==> src/rtl/pd_pkg.sv <==
package pd_pkg;
  // strobes from the control to the datapath
  typedef struct packed {
    logic capture;  // track live values into the hold registers
    logic useHeld;  // present held values instead of live ones
  } holdStrobe_t;
endpackage

==> src/rtl/pd_ctrl.sv <==
module pd_ctrl
  import pd_pkg::*;
(
  input  logic        clk,
  input  logic        rstN,
  input  logic        pdEnable,
  input  logic        pdReq0,
  input  logic        pdReq1,
  input  logic [1:0]  reqCellOe,
  output logic        pdActive,
  output logic [1:0]  reqLogic,
  output logic [1:0]  reqPadOe,
  output holdStrobe_t strobe
);
  logic pdWant;

  always_comb pdWant = pdEnable & (pdReq0 | pdReq1);

  always_ff @(posedge clk or negedge rstN) begin
    if (!rstN) pdActive <= 1'b0;
    else       pdActive <= pdWant;
  end

  always_comb begin
    strobe.capture = ~pdActive;
    strobe.useHeld = pdActive;
  end

  // request pins leave normal logic use while the feature is on
  always_comb begin
    reqLogic = pdEnable ? 2'b00 : {pdReq1, pdReq0};
    reqPadOe = pdEnable ? 2'b00 : reqCellOe;
  end
endmodule

==> src/rtl/pd_hold_bank.sv <==
module pd_hold_bank
  import pd_pkg::*;
#(
  parameter int WIDTH = 8
) (
  input  logic              clk,
  input  logic              rstN,
  input  holdStrobe_t       strobe,
  input  logic [WIDTH-1:0]  live,
  output logic [WIDTH-1:0]  view
);
  genvar b;
  generate
    for (b = 0; b < WIDTH; b++) begin : g_cell
      logic heldBit;
      always_ff @(posedge clk or negedge rstN) begin
        if (!rstN)              heldBit <= 1'b0;
        else if (strobe.capture) heldBit <= live[b];
      end
      always_comb view[b] = strobe.useHeld ? heldBit : live[b];
    end
  endgenerate
endmodule

==> src/rtl/pd_datapath.sv <==
module pd_datapath
  import pd_pkg::*;
#(
  parameter int IN_W  = 8,
  parameter int SIG_W = 16,
  parameter int OUT_W = 8
) (
  input  logic             clk,
  input  logic             rstN,
  input  holdStrobe_t      strobe,
  input  logic [IN_W-1:0]  liveIn,
  input  logic [SIG_W-1:0] coreSig,
  input  logic [OUT_W-1:0] coreOut,
  input  logic [OUT_W-1:0] coreOe,
  output logic [IN_W-1:0]  arrayIn,
  output logic [SIG_W-1:0] heldSig,
  output logic [OUT_W-1:0] padOut,
  output logic [OUT_W-1:0] padOe
);
  localparam int PAD_W = 2 * OUT_W;

  logic [PAD_W-1:0] padLive;
  logic [PAD_W-1:0] padView;

  // output data and enables share one bank so they freeze together
  always_comb padLive = {coreOe, coreOut};

  pd_hold_bank #(.WIDTH(IN_W)) uInBank (
    .clk(clk), .rstN(rstN), .strobe(strobe), .live(liveIn), .view(arrayIn)
  );

  pd_hold_bank #(.WIDTH(SIG_W)) uSigBank (
    .clk(clk), .rstN(rstN), .strobe(strobe), .live(coreSig), .view(heldSig)
  );

  pd_hold_bank #(.WIDTH(PAD_W)) uPadBank (
    .clk(clk), .rstN(rstN), .strobe(strobe), .live(padLive), .view(padView)
  );

  always_comb begin
    padOut = padView[OUT_W-1:0];
    padOe  = padView[PAD_W-1:OUT_W];
  end
endmodule

==> src/rtl/pwrdn_hold.sv <==
module pwrdn_hold
  import pd_pkg::*;
#(
  parameter int IN_W  = 8,
  parameter int SIG_W = 16,
  parameter int OUT_W = 8
) (
  input  logic             clk,
  input  logic             rstN,
  input  logic             pdEnable,
  input  logic             pdReq0,
  input  logic             pdReq1,
  input  logic [IN_W-1:0]  liveIn,
  input  logic [SIG_W-1:0] coreSig,
  input  logic [OUT_W-1:0] coreOut,
  input  logic [OUT_W-1:0] coreOe,
  input  logic [1:0]       reqCellOe,
  output logic [IN_W-1:0]  arrayIn,
  output logic [SIG_W-1:0] heldSig,
  output logic [OUT_W-1:0] padOut,
  output logic [OUT_W-1:0] padOe,
  output logic [1:0]       reqLogic,
  output logic [1:0]       reqPadOe,
  output logic             pdActive
);
  holdStrobe_t strobe;

  pd_ctrl uCtrl (
    .clk(clk), .rstN(rstN), .pdEnable(pdEnable), .pdReq0(pdReq0),
    .pdReq1(pdReq1), .reqCellOe(reqCellOe), .pdActive(pdActive),
    .reqLogic(reqLogic), .reqPadOe(reqPadOe), .strobe(strobe)
  );

  pd_datapath #(.IN_W(IN_W), .SIG_W(SIG_W), .OUT_W(OUT_W)) uData (
    .clk(clk), .rstN(rstN), .strobe(strobe), .liveIn(liveIn),
    .coreSig(coreSig), .coreOut(coreOut), .coreOe(coreOe),
    .arrayIn(arrayIn), .heldSig(heldSig), .padOut(padOut), .padOe(padOe)
  );
endmodule

==> config.mk <==
export PLATFORM = sky130hd
export DESIGN_NAME = pwrdn_hold
export DESIGN_NICKNAME = d
export VERILOG_FILES = /design/src/rtl/pd_pkg.sv /design/src/rtl/pd_ctrl.sv /design/src/rtl/pd_hold_bank.sv /design/src/rtl/pd_datapath.sv /design/src/rtl/pwrdn_hold.sv
export SDC_FILE = /design/constraint.sdc
export NUM_CORES = 1
export LEC_CHECK = 0
export ABC_CLOCK_PERIOD_IN_PS = 1900
export BUFFER_PORTS_ARGS = -buffer_cell sky130_fd_sc_hd__buf_2
export CELL_PAD_IN_SITES_DETAIL_PLACEMENT = 1
export CELL_PAD_IN_SITES_GLOBAL_PLACEMENT = 1
export CORE_ASPECT_RATIO = 2
export CORE_MARGIN = 1
export CORE_UTILIZATION = 30
export CTS_CLUSTER_DIAMETER = 50
export DETAILED_ROUTE_END_ITERATION = 12
export PLACE_DENSITY_LB_ADDON = 0.12
export SLEW_MARGIN = 15
export SYNTH_ARGS = -nofsm -noshare
export SYNTH_HDL_FRONTEND = slang
export SYNTH_SLANG_ARGS = --single-unit
==> constraint.sdc <==
create_clock -name clk -period 1.9 [get_ports clk]
set_input_delay 0 -clock clk [delete_from_list [all_inputs] [get_ports clk]]
set_output_delay 0 -clock clk [all_outputs]
set_load 0.05 [all_outputs]
# Yosys cells after proc, flatten, opt, wreduce, memory -nomap -nowiden
# Index checks and enable logic that the tools add are counted.
# word_totals
regBits	41
input_bits	47
output_inout_bits	45
# classes
mux	42
n_bitwise	2
# op_table
operator	n
$mux W1	40
$mux W2	2
$and A1 B1 Y1	1
$or A1 B1 Y1	1

# Logic depth before layout (Yosys ltp)
# logic_depth
word_depth	2
mapped_depth	2
mapped_depth_nobuf	1

# Cells and area by module
# Synthesis repeated with hierarchy kept, for this count alone.
# unflattened
cells_unflattened	138
area_unflattened_um2	2328.5
# by_module_without_submodules
mod	instances	cells_each	area_each_um2	seq_area_each_um2
pd_hold_bank (uData.uPadBank ...)	2	52	898.4	400.4
pd_hold_bank (uData.uInBank)	1	26	462.9	200.2
pd_ctrl	1	8	68.8	25.0

# Least setup slack after synthesis
# OpenSTA, ideal clock, no wires.
# synth_timing
kind	reg-to-reg
startpoint	reg uCtrl.pdActive
endpoint	reg uData.uInBank.g_cell[0].heldBit
t_arrival_ns	1.387
t_required_ns	1.725
slack_ns	0.338
path_stages_with_launch	3
path_buffers	1
cell_sequence	dfrtp_1 -> buf_6 -> mux2_2
# synth_via
elab_chain_cells	1
# synth_rtl
item	line_no	source
from (decl)	pd_ctrl.sv:10	output logic pdActive,
from (signal assigned)	pd_ctrl.sv:21	else pdActive <= pdWant;
$mux W1	n/a	
named net arrayIn[0]	pwrdn_hold.sv:18	output logic [IN_W-1:0] arrayIn,
to (signal assigned)	pd_hold_bank.sv:18	else if (strobe.capture) heldBit <= live[b];
to (decl)	pd_hold_bank.sv:15	logic heldBit;
# The timed path passes the listed nets, and every way through them passes these cells.

# Worst setup path after layout
# layout_timing
startpoint	reg uCtrl.pdActive
endpoint	out arrayIn[3]
# layout_via
elab_chain_cells	1
# layout_rtl
item	line_no
$mux W1	n/a
to (decl)	pwrdn_hold.sv:18
# No other way between the ends.

==> summary.md <==
| Metric | Value |
|---|---|
| Beginning of the worst hold path | `pdEnable` |
| Critical Path AT | `roughly 1500 ps` |
| Total CTS buffers | `5` |
| Worst path max stage delay | `between 300 and 400 ps` |
| Initial antenna violation count | `0` |
| Post-synthesis cell count | `90` |
| First-pass GRT wire length | `between 6 and 7 mm` |
| Yosys top cell area share | `0.660` |
| Syn Nets | `roughly 140` |
| Routed vias/inst | `around 4.4` |
| Clk_lat worst skew | `280 ps` |
| Fin crit period | `around 1500 ps` |
| GPL Wtd Cong | `~0.66` |
| IO Port Bufs | `between 90 and 100` |
| Placement Cell Area | `just over 0.002 mm2` |
| Area contributors post-synth | `dfrtp_1 66%, mux2_2 29%, buf_6 2.9%` |
| Max_slew headroom | `0.385` |
| Flip-flop and latch area | `0.00103 mm2` |
| Wl on met1 | `between 1 and 1.5 mm` |
| Congestion Overflow GR | `0` |
| Seq/Total Area, Yosys | `0.660` |
| Iter 0 DRT Violations | `9` |
| Critical Path Start | `uCtrl.pdActive` |
| CTS HTree Levels | `2` |
| Nets | `276` |
| Max frequency | `between 0.6 and 0.7 GHz` |
| Tot Pwr | `~2.3 mW` |
| Synth Warn # | `0` |
| Period Utilization, post-route | `0.798` |
| Final setup vio count | `0` |
| Global Route Usage Sum | `0.163` |
| Kind of critical path | `flip-flop to primary output` |
| Inst Count DP | `between 200 and 250` |
| Clk pin slew, worst setup/hold paths | `roughly 70 ps` |
| HP Class | `input port to primary output` |
| DR vias | `1250` |
| Fill cells | `about 520` |
| #FFs+latches synth | `between 40 and 50` |
| Crit Reg-Reg Startpoint | `uCtrl.pdActive` |
| Worst-path fanout max | `21` |
| Yosys cell types | `5` |
| Max-cap violations | `0` |
| Setup_tns | `0 ps` |
| Root buffer cell | `clkbuf_8` |
| Worst path required time | `1900 ps` |
| Synthesized area per cell | `17.3 um2` |
| Pin count of the biggest net entering global routing | `42` |
| Vias in the first global route | `1443` |
| First-pass DRT Iterations | `2` |
| Post-cts resize count | `0` |
| Cell at the slowest stage of the critical path | `mux2_2` |
| Endpoints failing hold | `0` |
| Post-CTS setup buffer count | `0` |
| CP Cell Sequence | `buf_4 -> mux2_2 -> buf_2` |
| Post-Route WL | `slightly above 4 mm` |
| PwrDens | `892 mW/mm2` |
| Run status | `finished clean` |
| Final slew viol count | `0` |
| Slew @ Worst Pin | `just over 900 ps` |
| End-of-flow core utilization | `0.526` |
| Chip Width | `52.9 um` |
| Hold_ws | `369 ps` |
| Post-synth top area cell | `dfrtp_1` |
| RSZ-0062 raised after global routing | `false` |
| Pre-CTS WS | `between 600 and 700 ps` |
| Max Root-Sink Buffers | `2` |
| Starting Density | `0.317` |
| Cell area after layout | `between 0.002 and 0.003 mm2` |
| Number of inserted diodes | `0` |
| Die Area | `0.00549 mm2` |
| P_leak | `around 1.2 nW` |
| DR WL met3 | `255 um` |
| Die Y | `about 100 um` |
| Layout area overhead | `66.2%` |
| DR WL/cell | `14.2 um` |
| Met2 WL | `around 2.4 mm` |
| Post-CTS Hold Fix Bufs | `between 40 and 50` |
| CP startpoint kind | `flip-flop` |
| Worst setup margin | `383 ps` |
| Post-DRT Antenna Nets | `0` |
| Maximum VDD drop | `0.652 mV` |
| Fraction of layout cells with a size suffix above 1 | `0.613` |
| Core area | `around 0.005 mm2` |
| Mapped cell area | `between 0.0015 and 0.002 mm2` |
| Sink Count | `41` |
| Drt drc | `0` |
| IO Pins | `between 90 and 100` |
| CTS tree | `done` |
| Highest metal used | `met4` |
| Crit path capture type | `primary output` |
| Setup skew after layout | `roughly 3.4 ps` |
| FP Rows | `36` |
| Area of the multi-input gates | `483 um2` |
| Post-layout instance count excluding filler cells | `between 200 and 300` |
[layout by cell type (no fill, tap or decap)]
cell,count
buf_4,2
dlygate4sd3_1,43
o21a_1,1
nor2b_1,4
clkbuf_8,7
clkinv_2,1
mux2_2,40
dfrtp_1,41
buf_2,91
[worst max-delay path, delay by kind of cell, from the launching register on]
family	cells	cell delay, ps
flip-flops	1	350
buffers and inverters	2	500
multiplexers	1	390
[layer usage]
metal | GRT usage | vias up
met5 | 0 | -
met3 | 0.0499 | 2
met4 | 0.0451 | 0
met1 | 0.152 | 606
li1 | - | 587
met2 | 0.312 | 55
[sequential cells by signal, indices dropped and copies added (netlist names)]
register / cells
uData.uPadBank.g_cell.heldBit: 16
uData.uSigBank.g_cell.heldBit: 16
uData.uInBank.g_cell.heldBit: 8
uCtrl.pdActive: 1
[layout make-up]
type / instances / area share
Sequential cell: 41 / 0.397
Timing Repair Buffer: 136 / 0.349
Multi-Input combinational cell: 45 / 0.187
Clock buffer: 7 / 0.0373
Tap cell: 57 / 0.0276
Clock inverter: 1 / 0.00194
[logic make-up (layout without fill, tap and decap cells)]
group | after synthesis | in the layout | synth area share
DFF | 41 | 41 | 0.660
and+or+nand+nor | 4 | 4 | 0.0161
muxes | 40 | 40 | 0.290
buffers and inverters | 4 | 144 | 0.0290
AOI/OAI and AO/OA | 1 | 1 | 0.00483
[synthesized netlist by cell type]
| library cell | n |
|---|---|
| buf_6 | 4 |
| dfrtp_1 | 41 |
| nor2b_1 | 4 |
| o21a_1 | 1 |
| mux2_2 | 40 |
[power breakdown]
group	total (mW)	leakage [nW]	switching [mW]	internal [mW]
clock network	0.611	0.0542	0.283	0.328
logic	0.715	0.716	0.476	0.239
registers	0.978	0.478	0.0210	0.957
[worst paths after layout]
| path | endpoint | slack (ps) | cells past startpoint |
|---|---|---|---|
| worst min register to register | uData.uInBank.g_cell[0].heldBit | 490 | 1 |
| worst max register to register | uData.uSigBank.g_cell[8].heldBit | 760 | 2 |
| max in group asynchronous | uData.uInBank.g_cell[0].heldBit | 940 | 2 |
| worst min-delay path | reqPadOe[1] | 370 | 3 |
| min in group asynchronous | uData.uSigBank.g_cell[0].heldBit | 390 | 2 |
| worst max-delay path | arrayIn[3] | 380 | 3 |
Power figures use the tool's default switching activity.
